$ cat config.mk
export PLATFORM = sky130hd
export DESIGN_NAME = jcc_eval
export DESIGN_NICKNAME = d
export VERILOG_FILES = /design/src/rtl/jcc_pkg.sv /design/src/rtl/jcc_decode.sv /design/src/rtl/jcc_cond_eval.sv /design/src/rtl/jcc_target_calc.sv /design/src/rtl/jcc_eval.sv
export SDC_FILE = /design/constraint.sdc
export NUM_CORES = 1
export LEC_CHECK = 0
export BUFFER_PORTS_ARGS = -buffer_cell sky130_fd_sc_hd__clkbuf_2
export CAP_MARGIN = 20
export CELL_PAD_IN_SITES_DETAIL_PLACEMENT = 1
export CELL_PAD_IN_SITES_GLOBAL_PLACEMENT = 1
export CORE_UTILIZATION = 40
export CTS_BUF_LIST = sky130_fd_sc_hd__clkbuf_2
export DETAILED_ROUTE_END_ITERATION = 8
export GPL_ROUTABILITY_DRIVEN = 0
export PLACE_DENSITY = 0.9
export SYNTH_ARGS = -nofsm -noshare
export SYNTH_HDL_FRONTEND = slang
export SYNTH_SLANG_ARGS = --single-unit
$ cat constraint.sdc
create_clock -name clk_i -period 0.8 [get_ports clk_i]
set_input_delay 0 -clock clk_i [delete_from_list [all_inputs] [get_ports clk_i]]
set_output_delay 0 -clock clk_i [all_outputs]
set_load 0.01 [all_outputs]
$ cat src/rtl/jcc_pkg.sv
package jcc_pkg;
  localparam int unsigned WORD_W = 16;
  localparam int unsigned OPC_W  = 3;
  localparam int unsigned COND_W = 3;
  localparam int unsigned OFF_W  = 10;
  localparam logic [OPC_W-1:0] JUMP_OPC = 3'b001;

  typedef enum logic [COND_W-1:0] {
    CC_NE  = 3'b000,
    CC_EQ  = 3'b001,
    CC_NC  = 3'b010,
    CC_CS  = 3'b011,
    CC_NEG = 3'b100,
    CC_GE  = 3'b101,
    CC_LT  = 3'b110,
    CC_ALW = 3'b111
  } cond_e;

  typedef struct packed {
    logic v;
    logic n;
    logic z;
    logic c;
  } flags_t;
endpackage

$ cat src/rtl/jcc_decode.sv
module jcc_decode
  import jcc_pkg::*;
#(
  parameter int unsigned W    = WORD_W,
  parameter int unsigned OW   = OFF_W,
  parameter int unsigned CW   = COND_W,
  parameter int unsigned PW   = OPC_W
) (
  input  logic [W-1:0]  instr_i,
  output logic          is_jump_o,
  output cond_e         cond_o,
  output logic [OW-1:0] offset_o
);
  localparam int unsigned OPC_LSB  = W - PW;
  localparam int unsigned COND_LSB = OW;

  assign is_jump_o = (instr_i[W-1:OPC_LSB] == JUMP_OPC);
  assign cond_o    = cond_e'(instr_i[COND_LSB+CW-1:COND_LSB]);
  assign offset_o  = instr_i[OW-1:0];
endmodule

$ cat src/rtl/jcc_cond_eval.sv
module jcc_cond_eval
  import jcc_pkg::*;
(
  input  cond_e  cond_i,
  input  flags_t flags_i,
  output logic   hit_o
);
  logic lt_signed;
  assign lt_signed = flags_i.n ^ flags_i.v;  // stays correct across overflow

  always_comb begin
    unique case (cond_i)
      CC_NE:   hit_o = ~flags_i.z;
      CC_EQ:   hit_o =  flags_i.z;
      CC_NC:   hit_o = ~flags_i.c;
      CC_CS:   hit_o =  flags_i.c;
      CC_NEG:  hit_o =  flags_i.n;
      CC_GE:   hit_o = ~lt_signed;
      CC_LT:   hit_o =  lt_signed;
      default: hit_o = 1'b1;
    endcase
  end
endmodule

$ cat src/rtl/jcc_target_calc.sv
module jcc_target_calc #(
  parameter int unsigned W  = 16,
  parameter int unsigned OW = 10
) (
  input  logic [W-1:0]  pc_i,
  input  logic [OW-1:0] offset_i,
  output logic [W-1:0]  target_o
);
  localparam int unsigned EXT_W = W - OW - 1;

  logic [W-1:0] byte_disp;
  logic [W-1:0] next_pc;

  // sign extend, then scale words to bytes
  assign byte_disp = {{EXT_W{offset_i[OW-1]}}, offset_i, 1'b0};
  assign next_pc   = pc_i + W'(2);
  assign target_o  = next_pc + byte_disp;  // wraps modulo 2**W
endmodule

$ cat src/rtl/jcc_eval.sv
module jcc_eval
  import jcc_pkg::*;
(
  input  logic              clk_i,
  input  logic              rst_ni,
  input  logic [WORD_W-1:0] instr_i,
  input  logic [WORD_W-1:0] pc_i,
  input  logic              flag_v_i,
  input  logic              flag_n_i,
  input  logic              flag_z_i,
  input  logic              flag_c_i,
  output logic              taken_o,
  output logic [WORD_W-1:0] target_o
);
  localparam int unsigned OPC_LSB  = WORD_W - OPC_W;
  localparam int unsigned COND_LSB = OFF_W;

  logic             is_jump;
  cond_e            cond;
  logic [OFF_W-1:0] offset;
  logic             cond_hit;
  logic [WORD_W-1:0] target_d;
  flags_t           flags;
  logic             armed_q;

  assign flags = '{v: flag_v_i, n: flag_n_i, z: flag_z_i, c: flag_c_i};

  jcc_decode #(.W(WORD_W), .OW(OFF_W), .CW(COND_W), .PW(OPC_W)) u_decode (
    .instr_i  (instr_i),
    .is_jump_o(is_jump),
    .cond_o   (cond),
    .offset_o (offset)
  );

  jcc_cond_eval u_cond (
    .cond_i (cond),
    .flags_i(flags),
    .hit_o  (cond_hit)
  );

  jcc_target_calc #(.W(WORD_W), .OW(OFF_W)) u_target (
    .pc_i    (pc_i),
    .offset_i(offset),
    .target_o(target_d)
  );

  always_ff @(posedge clk_i or negedge rst_ni) begin
    if (!rst_ni) begin
      taken_o  <= 1'b0;
      target_o <= '0;
      armed_q  <= 1'b0;
    end else begin
      taken_o  <= is_jump & cond_hit;
      target_o <= target_d;
      armed_q  <= 1'b1;
    end
  end

  // armed_q marks that $past samples come from after reset
  p_format_r1: assert property (@(posedge clk_i) disable iff (!rst_ni)
    (armed_q && taken_o) |-> ($past(instr_i[WORD_W-1:OPC_LSB]) == JUMP_OPC));

  p_eq_r2: assert property (@(posedge clk_i) disable iff (!rst_ni)
    (armed_q && $past(instr_i[WORD_W-1:COND_LSB]) == {JUMP_OPC, CC_EQ})
      |-> (taken_o == $past(flag_z_i)));

  p_carry_r3: assert property (@(posedge clk_i) disable iff (!rst_ni)
    (armed_q && $past(instr_i[WORD_W-1:COND_LSB]) == {JUMP_OPC, CC_NC})
      |-> (taken_o == !$past(flag_c_i)));

  p_signed_lt_r5: assert property (@(posedge clk_i) disable iff (!rst_ni)
    (armed_q && $past(instr_i[WORD_W-1:COND_LSB]) == {JUMP_OPC, CC_LT})
      |-> (taken_o == ($past(flag_n_i) ^ $past(flag_v_i))));

  p_always_r6: assert property (@(posedge clk_i) disable iff (!rst_ni)
    (armed_q && $past(instr_i[WORD_W-1:COND_LSB]) == {JUMP_OPC, CC_ALW})
      |-> taken_o);

  p_parity_r7: assert property (@(posedge clk_i) disable iff (!rst_ni)
    armed_q |-> (target_o[0] == $past(pc_i[0])));
endmodule

==> impl_metrics.tcl, run 1 <==
set metrics [dict create \
    run_status "aborted with a tool error" \
    lastStage "clock tree synthesis (4_1_cts)" \
    error_line "[ERROR DPL-0033] detailed placement checks failed during check placement." \
    synth-async-reset-ratio_pct 100 \
    io_pins 55 \
    synth_most_common_cell "ha_1" \
    io_buffers 54 \
    synthTopCellsByArea "dfrtp_1 31%, ha_1 25%, xnor2_1 3.8%" \
    dp_hpwl_um 4530 \
    cts_setup_buffers 15 \
    holdBufCountCts 6 \
    htreeDepth 1 \
    die_h_um 60.6 \
    synth_cell_types 39 \
    yosysTopAreaCell "dfrtp_1" \
    synth_nets 204 \
    syn_avg_cell_area_um2 9.94 \
    synth_top_cells_by_count "27 x ha_1, 17 x dfrtp_1, 13 x inv_1" \
    die_w_um 60.6 \
    clk_path_buf_depth 2 \
    dpl_cell_area_um2 2100 \
    cts_buffers 3 \
    start_util_pct 43.5 \
    synth-seq-cells 17 \
    ys_seq_area_share_pct 31.0 \
    synth_area_um2 1370 \
    cts.sinks 17 \
    synth_top_area_share_pct 31.0 \
    ys.flop_type "dfrtp_1" \
    syn_inst 138 \
    rows 20 \
    ctsResizeCount 45 \
    synth_edf_count 0 \
    yosysWarnings 0 \
    root_buffer "clkbuf_2" \
]
==> logic make-up after synthesis <==
group           count (synthesis)  share of synthesized area [%]
fa+ha+maj                      28                           26.1
mux                             2                           1.55
simple gates                   35                           13.9
flops                          17                           31.0
buf+inv                        13                           3.56
xor+xnor                       11                           7.03
compound gates                 32                           16.9
==> metrics by stage <==
| stage | TNS (ps) | setup slack [ps] | utilization (%) | hold WS [ps] | cells |
|---|---|---|---|---|---|
| detailed placement | -11740 | -1210 | 66.5 | -42.6 | 258 |
| floorplan | -6900 | -723 | - | -296 | 138 |
| global placement | -9880 | -943 | 66.5 | -56.5 | 258 |
==> run 2, diff against run 1 <==
--- a/config.mk
+++ b/config.mk
@@ -7,13 +7,11 @@
 export LEC_CHECK = 0
 export BUFFER_PORTS_ARGS = -buffer_cell sky130_fd_sc_hd__clkbuf_2
 export CAP_MARGIN = 20
-export CELL_PAD_IN_SITES_DETAIL_PLACEMENT = 1
-export CELL_PAD_IN_SITES_GLOBAL_PLACEMENT = 1
-export CORE_UTILIZATION = 40
-export CTS_BUF_LIST = sky130_fd_sc_hd__clkbuf_2
+export CORE_AREA = 2 2 63 65
 export DETAILED_ROUTE_END_ITERATION = 8
+export DIE_AREA = 0 0 65 67
 export GPL_ROUTABILITY_DRIVEN = 0
-export PLACE_DENSITY = 0.9
+export PLACE_DENSITY_LB_ADDON = 0.15
 export SYNTH_ARGS = -nofsm -noshare
 export SYNTH_HDL_FRONTEND = slang
 export SYNTH_SLANG_ARGS = --single-unit
==> run 2 against run 1 <==
The flow now finishes, with violations (hold timing, setup timing). Synthesized cell count stayed put. Synthesized area unchanged.
==> impl_metrics.tcl, run 2 <==
set metrics [dict create \
    run_status "complete, but fails checks" \
    violations "hold timing, setup timing" \
    n_fill_cell 245 \
    globalRouteOverflowTotal 0 \
    finalSetupTns_ps -6670 \
    clkPwrFrac_pct 15.8 \
    synth_top_cells_by_count "27 x ha_1, 17 x dfrtp_1, 13 x inv_1" \
    grt_max_degree 18 \
    slew_violations 0 \
    synth_most_common_cell "ha_1" \
    stdcell_count 278 \
    worstPathCellList "buf_6, ha_4, ha_4, inv_4, fa_2, nor2b_4, o211ai_4, a31oi_4, nor2_2, a311oi_2" \
    leakage_nw 1.15 \
    syn_avg_cell_area_um2 9.94 \
    maxCapViolations 0 \
    min_period_over_period_pct 197 \
    p_switching_mw 1.37 \
    ant_nets 0 \
    drc 0 \
    synth_cell_types 39 \
    ir_drop_mv 0.701 \
    die_w_um 65 \
    drive_above_1_share_pct 64.8 \
    vias_per_cell 5.05 \
    syn2layout_area_growth_pct 89.5 \
    power.share.combinational_pct 56.0 \
    synth-async-reset-ratio_pct 100 \
    syn_inst 138 \
    power.density_nw_per_um2 1530 \
    num_antenna_cells 0 \
    cts_tree "built" \
    rows 22 \
    crit_type "input pin to register" \
    die_h_um 67 \
    ys.flop_type "dfrtp_1" \
    slowest_stage "fa_2" \
    htreeDepth 1 \
    ys_seq_area_share_pct 31.0 \
    wl_met3_um 173 \
    synthTopCellsByArea "dfrtp_1 31%, ha_1 25%, xnor2_1 3.8%" \
    crit_top_cell "ha_4" \
    finalHoldWorstSlack_ps -90.6 \
    synth_area_um2 1370 \
    max_slew.worst_pin.slew_ps 410 \
    avgRoutedWirePerCell_um 14.3 \
    grt_pass1_wl_um 6240 \
    post-place-ws_ps -998 \
    cts_buffers 3 \
    drt_iter0_drc 28 \
    cp.required_ps 950 \
    die_area_um2 4360 \
    endpoint_kind "register" \
    dpl_cell_area_um2 2110 \
    critPathMaxStageDelay_ps 380 \
    core_area_um2 3610 \
    routed_wl_um 3980 \
    setup_violations 13 \
    io_pins 55 \
    layout_setup_ws_ps -775 \
    synth_edf_count 0 \
    grt_pass1_vias 1445 \
    wl_met2_um 2230 \
    seqCellArea_um2 425 \
    routed.top_layer "met4" \
    timing.final.hold_violations 1 \
    placed_cells 263 \
    top_register "target_o" \
    switching_share_pct 34.5 \
    period_needed_ps 1580 \
    hold_class "input pin to register" \
    nets 297 \
    rsz0062_at_grt "yes" \
    mostFrequentLayoutCells "46 x clkbuf_2, 23 x buf_4, 22 x ha_4" \
    grtUsageTotal_pct 18.5 \
    path_max_fanout 4 \
    fmax_mhz 635 \
    final_common_cell "clkbuf_2" \
    path_clk_slew_ps 60 \
    largest_reg_flops 16 \
    first_pass_iters 2 \
    root_buffer "clkbuf_8" \
    holdBufCountCts 2 \
    cts.sinks 17 \
    dp_hpwl_um 2770 \
    synth_nets 204 \
    antenna_found_initial 0 \
    max_slew_margin_pct 72.7 \
    yosysTopAreaCell "dfrtp_1" \
    p_int_mw 2.60 \
    vias 1403 \
    hold_depth 2 \
    top_regs "target_o: 16 flops, taken_o: 1 flops" \
    io_buffers 54 \
    yosysWarnings 0 \
    clk_path_buf_depth 2 \
    cp-start-kind "input pin" \
    multi_input_area_um2 1380 \
    start_util_pct 38.0 \
    crit_arrival_ps 1730 \
    synth-seq-cells 17 \
    seqPwrFrac_pct 28.2 \
    final_area_um2 2600 \
    wl_met1_um 1500 \
    synth_top_area_share_pct 31.0 \
]
[run 2: layout make-up]
cell class              instances  area share [%]
clock buffers                   3            1.59
flip-flops and latches         17            16.4
multi-input cells             108            53.0
inverters                      13            2.07
repair buffers                 88            24.5
clock inverters                 1           0.193
well taps                      48            2.31
[run 2: cell families (layout without fill, tap and decap cells)]
logic type / after synthesis / in the layout / synth area share [%]
compound gates: 32 / 32 / 16.9
simple gates: 35 / 35 / 13.9
buf+inv: 13 / 105 / 3.56
flops: 17 / 17 / 31.0
xor+xnor: 11 / 11 / 7.03
mux: 2 / 2 / 1.55
fa+ha+maj: 28 / 28 / 26.1
[run 2: worst paths after layout]
check,to,from,slack [ps]
worst max-delay path,target_o[14]$_DFF_PN0_,instr_i[1],-780
worst min-delay path,taken_o$_DFF_PN0_,instr_i[14],-90
max in group asynchronous,target_o[10]$_DFF_PN0_,rst_ni,310
min in group asynchronous,target_o[0]$_DFF_PN0_,rst_ni,210
[run 2: per-stage QoR]
step                      hold WS (ps)  util [%]  power (mW)
after floorplan                   -296         -        2.13
after global placement           -47.9      58.5        2.76
after detailed placement         -53.0      58.5        2.82
after CTS                        -90.7      65.6        3.66
after global routing             -94.9      72.1        4.23
final                            -90.6      72.1        3.97
[run 2: worst max-delay path, delay by kind of cell]
kind            cells  cell delay (ps)
fa+ha+maj           3              790
buf+inv             2              130
compound gates      3              580
simple gates        2              230
[run 2: what timing repair did]
action                                 4_1_cts  5_1_grt
pin swaps                                    7       24
setup endpoints to repair                   13       14
endpoints found under the hold margin       19        1
gates resized for setup                     22       52
setup buffers                                7        3
[run 2: power by group through the flow]
stage	Combinational [mW]	Clock [mW]	Sequential [mW]
floorplan	0.888	0	1.24
global placement	1.63	0	1.13
detailed placement	1.68	0	1.14
CTS	1.90	0.638	1.12
global route	2.40	0.695	1.14
finish	2.22	0.629	1.12
[run 2: per-layer routing]
metal	GRT usage [%]	up-vias
met5	0	-
met4	3.99	0
met3	2.53	4
met2	38.0	45
met1	19.6	665
li1	-	689
Power figures use the tool's default switching activity.
